--- config.mk ---
export PLATFORM = sky130hd
export DESIGN_NAME = smi_status_ctrl
export DESIGN_NICKNAME = d
export VERILOG_FILES = /design/src/rtl/smi_pkg.sv /design/src/rtl/smi_status_bits.sv /design/src/rtl/smi_handshake.sv /design/src/rtl/smi_regmap.sv /design/src/rtl/smi_status_ctrl.sv
export SDC_FILE = /design/constraint.sdc
export NUM_CORES = 1
export LEC_CHECK = 0
export ABC_AREA = 1
export BUFFER_PORTS_ARGS = -buffer_cell sky130_fd_sc_hd__buf_4
export CORE_MARGIN = 2
export CORE_UTILIZATION = 36
export CTS_BUF_LIST = sky130_fd_sc_hd__clkbuf_4 sky130_fd_sc_hd__clkbuf_8 sky130_fd_sc_hd__clkbuf_16
export CTS_CLUSTER_SIZE = 12
export DETAILED_ROUTE_END_ITERATION = 8
export PLACE_DENSITY_LB_ADDON = 0.1
export SLEW_MARGIN = 30
export SYNTH_ARGS = -nofsm -noshare
export SYNTH_HDL_FRONTEND = slang
export SYNTH_SLANG_ARGS = --single-unit
--- constraint.sdc ---
create_clock -name clk -period 2.4 [get_ports clk]
set_clock_uncertainty 0.2 [all_clocks]
set_input_delay 0.48 -clock clk [delete_from_list [all_inputs] [get_ports clk]]
set_output_delay 0.48 -clock clk [all_outputs]
set_load 0.02 [all_outputs]
--- src/rtl/smi_pkg.sv ---
package smi_pkg;

    localparam int REG_W   = 32;
    localparam int ADDR_W  = 8;
    localparam int NUM_SRC = 9;
    localparam logic [ADDR_W-1:0] REG_OFS = 8'h14;
    localparam int EOI_POS = 31;
    localparam int SCI_POS = 30;

    typedef logic [NUM_SRC-1:0] src_vec_t;

    // Command decoded from one bus write
    typedef struct packed {
        logic     eoi_set;
        logic     sci_req;
        src_vec_t clr;
    } smi_cmd_t;

    // Register bit that carries source i; software decodes these positions
    function automatic int src_pos(input int i);
        case (i)
            0:       return 2;
            1:       return 3;
            2:       return 4;
            3:       return 8;
            4:       return 9;
            5:       return 10;
            6:       return 15;
            7:       return 16;
            8:       return 17;
            default: return 0;
        endcase
    endfunction

    // Bits that may read back as nonzero
    function automatic logic [REG_W-1:0] live_mask();
        logic [REG_W-1:0] m;
        m = '0;
        for (int i = 0; i < NUM_SRC; i++) m[src_pos(i)] = 1'b1;
        m[EOI_POS] = 1'b1;
        return m;
    endfunction

endpackage

--- src/rtl/smi_status_bits.sv ---
module smi_status_bits
    import smi_pkg::*;
#(
    parameter int N = NUM_SRC
) (
    input  logic         clk,
    input  logic         rst,
    input  logic [N-1:0] set_i,
    input  logic [N-1:0] clr_i,
    output logic [N-1:0] stat_o
);

    for (genvar g = 0; g < N; g++) begin : g_bit
        always_ff @(posedge clk) begin
            if (rst)           stat_o[g] <= 1'b0;
            else if (set_i[g]) stat_o[g] <= 1'b1;   // set wins over clear
            else if (clr_i[g]) stat_o[g] <= 1'b0;
        end
    end

endmodule

--- src/rtl/smi_handshake.sv ---
module smi_handshake (
    input  logic clk,
    input  logic rst,
    input  logic pend_i,
    input  logic eoi_set_i,
    input  logic sci_req_i,
    output logic eoi_o,
    output logic smi_n_o,
    output logic sci_o
);

    logic fire;
    assign fire = eoi_o & pend_i;

    always_ff @(posedge clk) begin
        if (rst) begin
            eoi_o   <= 1'b0;
            smi_n_o <= 1'b1;
            sci_o   <= 1'b0;
        end else begin
            sci_o <= sci_req_i;
            if (fire) begin
                eoi_o   <= 1'b0;
                smi_n_o <= 1'b0;
            end else if (eoi_set_i) begin
                eoi_o   <= 1'b1;
                smi_n_o <= 1'b1;
            end
        end
    end

endmodule

--- src/rtl/smi_regmap.sv ---
module smi_regmap
    import smi_pkg::*;
#(
    parameter int                AW  = ADDR_W,
    parameter logic [AW-1:0]     OFS = REG_OFS
) (
    input  logic [AW-1:0]    addr_i,
    input  logic             wr_i,
    input  logic [REG_W-1:0] wdata_i,
    input  src_vec_t         stat_i,
    input  logic             eoi_i,
    output smi_cmd_t         cmd_o,
    output logic [REG_W-1:0] rdata_o
);

    logic hit;
    assign hit = (addr_i == OFS);

    always_comb begin
        cmd_o = '0;
        if (hit && wr_i) begin
            cmd_o.eoi_set = wdata_i[EOI_POS];
            cmd_o.sci_req = wdata_i[SCI_POS];
            for (int i = 0; i < NUM_SRC; i++) cmd_o.clr[i] = wdata_i[src_pos(i)];
        end
    end

    always_comb begin
        rdata_o = '0;
        if (hit) begin
            rdata_o[EOI_POS] = eoi_i;
            for (int i = 0; i < NUM_SRC; i++) rdata_o[src_pos(i)] = stat_i[i];
        end
    end

endmodule

--- src/rtl/smi_status_ctrl.sv ---
module smi_status_ctrl
    import smi_pkg::*;
(
    input  logic              clk,
    input  logic              rst,
    input  logic [ADDR_W-1:0] bus_addr,
    input  logic              bus_wr,
    input  logic [REG_W-1:0]  bus_wdata,
    output logic [REG_W-1:0]  bus_rdata,
    input  logic [NUM_SRC-1:0] src_evt,
    input  logic [NUM_SRC-1:0] src_en,
    output logic              smi_n,
    output logic              sci_pulse
);

    smi_cmd_t cmd;
    src_vec_t stat_q;
    logic     eoi_q;
    logic     pend;

    smi_regmap #(.AW(ADDR_W), .OFS(REG_OFS)) u_map (
        .addr_i (bus_addr),
        .wr_i   (bus_wr),
        .wdata_i(bus_wdata),
        .stat_i (stat_q),
        .eoi_i  (eoi_q),
        .cmd_o  (cmd),
        .rdata_o(bus_rdata)
    );

    smi_status_bits #(.N(NUM_SRC)) u_bits (
        .clk   (clk),
        .rst   (rst),
        .set_i (src_evt),
        .clr_i (cmd.clr),
        .stat_o(stat_q)
    );

    assign pend = |(stat_q & src_en);

    smi_handshake u_hs (
        .clk      (clk),
        .rst      (rst),
        .pend_i   (pend),
        .eoi_set_i(cmd.eoi_set),
        .sci_req_i(cmd.sci_req),
        .eoi_o    (eoi_q),
        .smi_n_o  (smi_n),
        .sci_o    (sci_pulse)
    );

endmodule

# Word-level counts from Yosys, hierarchy flattened
# Index checks and enable logic that the tools add are counted.
# totals
register_bits,12
inputBits,61
output_inout_bits,34
# op_classes
n_lt_le_gt_ge,27
eq_ne,1
muxes,94
n_bitwise,3
reduce_logical,23
# ops
op,count
two-way mux 32 bit,19
"less-than comparator 32 x 7 -> 1 bit, second input constant",18
bitwise mux 32 bit,9
"greater-or-equal comparator 32 x 1 -> 1 bit, second input constant",9
two-way mux 1 bit,47
binary-select mux 1 bit (select 5 bit),9
demux 1 bit (select 5 bit),9
nonzero test 2 bit,10
two-way mux 11 bit,1
logical AND 1 bit,10
bitwise AND 9 bit,1
OR reduction 9 bit,1
"== test 8 x 5 -> 1 bit, second input constant",1
OR reduction 2 bit,2
bitwise AND 1 bit,1
NOT 1 bit,1

# Logic depth before layout (Yosys ltp)
# depth
ltp_word,16
ltp_mapped,7

# By module
# From an unflattened synthesis, not the netlist that was laid out.
# hier_totals
cells_unflattened,156
area_unflattened_um2,978.4
# modules_own_cells
module,n_inst,cells_each,area_per_inst_um2,seq_area_each_um2
smi_regmap,1,80,434.2,0.0
smi_status_bits,1,46,371.6,180.2
smi_handshake,1,12,103.8,60.1
smi_status_ctrl,1,18,68.8,0.0

# Least setup slack after synthesis
# No wires, ideal clock.
# synth_path
path_kind,in2out
from,input port bus_addr[5]
to,output port bus_rdata[10]
arrival_ns,1.211
required_time_ns,1.720
path_slack_ns,0.509
stages,6
path_buffers,1
cell_sequence,inv_1 > nand2_1 > nor2_1 > buf_4 > nand2_4 > nor2_1
# synth_between
elab_chain_cells,2
# synth_lines
element,line_no,source
start: declaration,smi_status_ctrl.sv:6,"input logic [ADDR_W-1:0] bus_addr,"
== test 8 x 5 -> 1 bit,smi_regmap.sv:17,assign hit = (addr_i == OFS);
two-way mux 32 bit,smi_regmap.sv:30,if (hit) begin
end: declaration,smi_status_ctrl.sv:9,"output logic [REG_W-1:0] bus_rdata,"
# No other way between the ends.

# Worst setup path after layout
# layout_path
from,input port bus_addr[5]
to,output port bus_rdata[17]
# Same word-level chain as after synthesis.

==> qor.txt <==
Seq cells post-synth = 12
Vias in the first global route = 825
Post CTS Setup Buffer Count = 0
Global routing usage on met2 = 30.8%
Inst Count DP = 213
PortBufs = 51
Site row count = 17
Setup violators final = 0
Minimum clock period = 1.99 ns
Clock Pin Slew Worst Setup and Hold Paths = 0.09 ns
Area growth from synthesis to layout = 42.0%
Slew Limit Fails = 0
Routing usage on met1 = 17.9%
Fin Setup TNS = 0 ns
Most frequent cells in the layout = buf_4 (53), nand2_1 (31), inv_1 (27)
# DRC = 0
Fmax = 0.503 GHz
# IOs = 95
Die Ht = 52.7 microns
DIE WIDTH = 52.7 microns
Critical path arrival = 1.31 ns
Most common cell after layout, fill and taps aside = buf_4
Crit path kind = primary input to primary output
Peak VDD IR = 0.264 mV
Fin. Hold Viols = 0
Layout cells sized above 1 = 31.2%
Seq/Total Area, Yosys = 28.2%
Synth Instances = 137
Post-Layout Cell Count = 217
Slowest cell on crit path = nor2_1
CP max stage delay = 0.21 ns
Vias/cell = 4.09
Crit share post-route = 82.8%
CTS max path bufs = 2
RSZ-0062 raised after global routing = no
Type of origin of the critical path = primary input
Power Density = 419 nW/um^2
CTS resizes = 0
Fin area = 1210 sq um
Final wirelength = 2.09 mm
Core area = 2230 sq um
Hold_buf cts = 0
Worst Path Max Fanout = 10
Initial Util = 38.2%
Crit-path cells = buf_4 > inv_1 > nand2_1 > nor2_1 > nand2_4 > nor2_1 > buf_4
Overflow left after global routing = 0
Required @ worst endpoint = 1.72 ns
Max Cap Viol = 0
Met3 usage = 2.57%
Leak Pwr = 0.721 nW
WL/cell = 9.62 microns
Crit-path leading delay family = simple AND/OR/NAND/NOR gates
Largest net degree at the start of global routing = 11
CTS Sinks = 12
Nets = 251
Synth unique cells = 13
Die Area = 2770 sq um
Total CTS buffers = 3
Final ANT Viol Nets = 0
Status = completed
Dpl hpwl = 1.71 mm
First-pass DRT Iterations = 4
Antenna violations before repair = 0
TritonCTS clock tree = built
Max H-tree Level = 1
Ant diodes = 0
Critical Path End Type = primary output
First-pass GRT wire length = 3.31 mm
Bufs and invs on worst path = 3
Syn Area/Cell = 6.22 sq um
Root buf cell = clkbuf_4
Clk Latency, worst-skew pair = 0.27 ns
RePlAce Congestion = 0.676
DR iter-0 viols = 4
Gr usage total = 16.7%
Busiest grt layer = met2
Min-delay worst type = primary input to flop
Synthesized area = 852 sq um
DR vias = 888
Synth warn = 0
Placed Area = 1170 sq um
[worst paths after layout]
check,startpoint,end,slack (ns),cells after the start
max,bus_addr[5],bus_rdata[17],0.41,7
min,bus_wdata[30],u_hs.sci_o,0.23,3
max reg2reg,u_bits.stat_o[7],u_hs.eoi_o,1.29,7
min reg2reg,u_bits.stat_o[6],u_bits.stat_o[6],0.28,2
[cell usage after synthesis]
master / n / share of area, %
nand2_4: 1 / 1.3
inv_1: 27 / 12
nand3_1: 2 / 1.2
nor2_2: 1 / 0.73
nand4_1: 9 / 6.6
buf_4: 24 / 21
dfxtp_1: 12 / 28
o21bai_1: 1 / 0.88
nand2_1: 31 / 14
buf_2: 2 / 1.2
a21oi_1: 9 / 5.3
nor2_1: 17 / 7.5
conb_1: 1 / 0.44
[layer usage]
metal / up-vias / part of all wire, % / wire length [microns]
met5: - / 0 / 0
met4: 0 / 0.81 / 17
met3: 2 / 4.9 / 103
met2: 30 / 55 / 1150
met1: 388 / 39 / 814
li1: 468 / - / -
[where the power goes]
group	leakage, nW	switching [mW]	internal [mW]
clock	0.0210	0.0761	0.0923
combinational	0.600	0.0661	0.0553
sequential	0.0997	0.00725	0.210
total	0.721	0.149	0.357
[cells by family (layout without fill, tap and decap cells)]
logic type	count (synthesis)	after routing	share of synthesized area, %
AOI/OAI and AO/OA	10	10	6.17
buffers and inverters	53	84	34.2
DFF	12	12	28.2
other	1	22	0.440
and+or+nand+nor	61	61	31.0
[final cells by class]
cell class              count  area [sq um]
fillers                   239          1020
multi-input cells          93           399
repair buffers             53           398
flip-flops and latches     12           240
inverters                  27           101
clock buffers               4          36.3
well taps                  28          35.0
[flip-flops by register name, summed over array words and instances, names as in the netlist]
name	count
u_hs.eoi_o	1
u_hs.smi_n_o	1
u_bits.stat_o	9
u_hs.sci_o	1
[metrics by stage]
stage	util (%)	hold slack, ns	setup WS, ns	power, mW
6_report	54.2	0.228	0.412	0.507
3_5_place_dp	52.5	0.270	0.396	0.344
2_1_floorplan	-	0.253	0.509	0.315
5_1_grt	54.2	0.228	0.263	0.543
3_3_place_gp	52.5	0.263	0.435	0.341
4_1_cts	54.2	0.220	0.397	0.517
[worst min-delay path, delay by kind of cell]
family                 cells  cell delay, ns
AND/OR/NAND/NOR            2            0.09
buffers and inverters      1            0.11
Power figures use the tool's default switching activity.
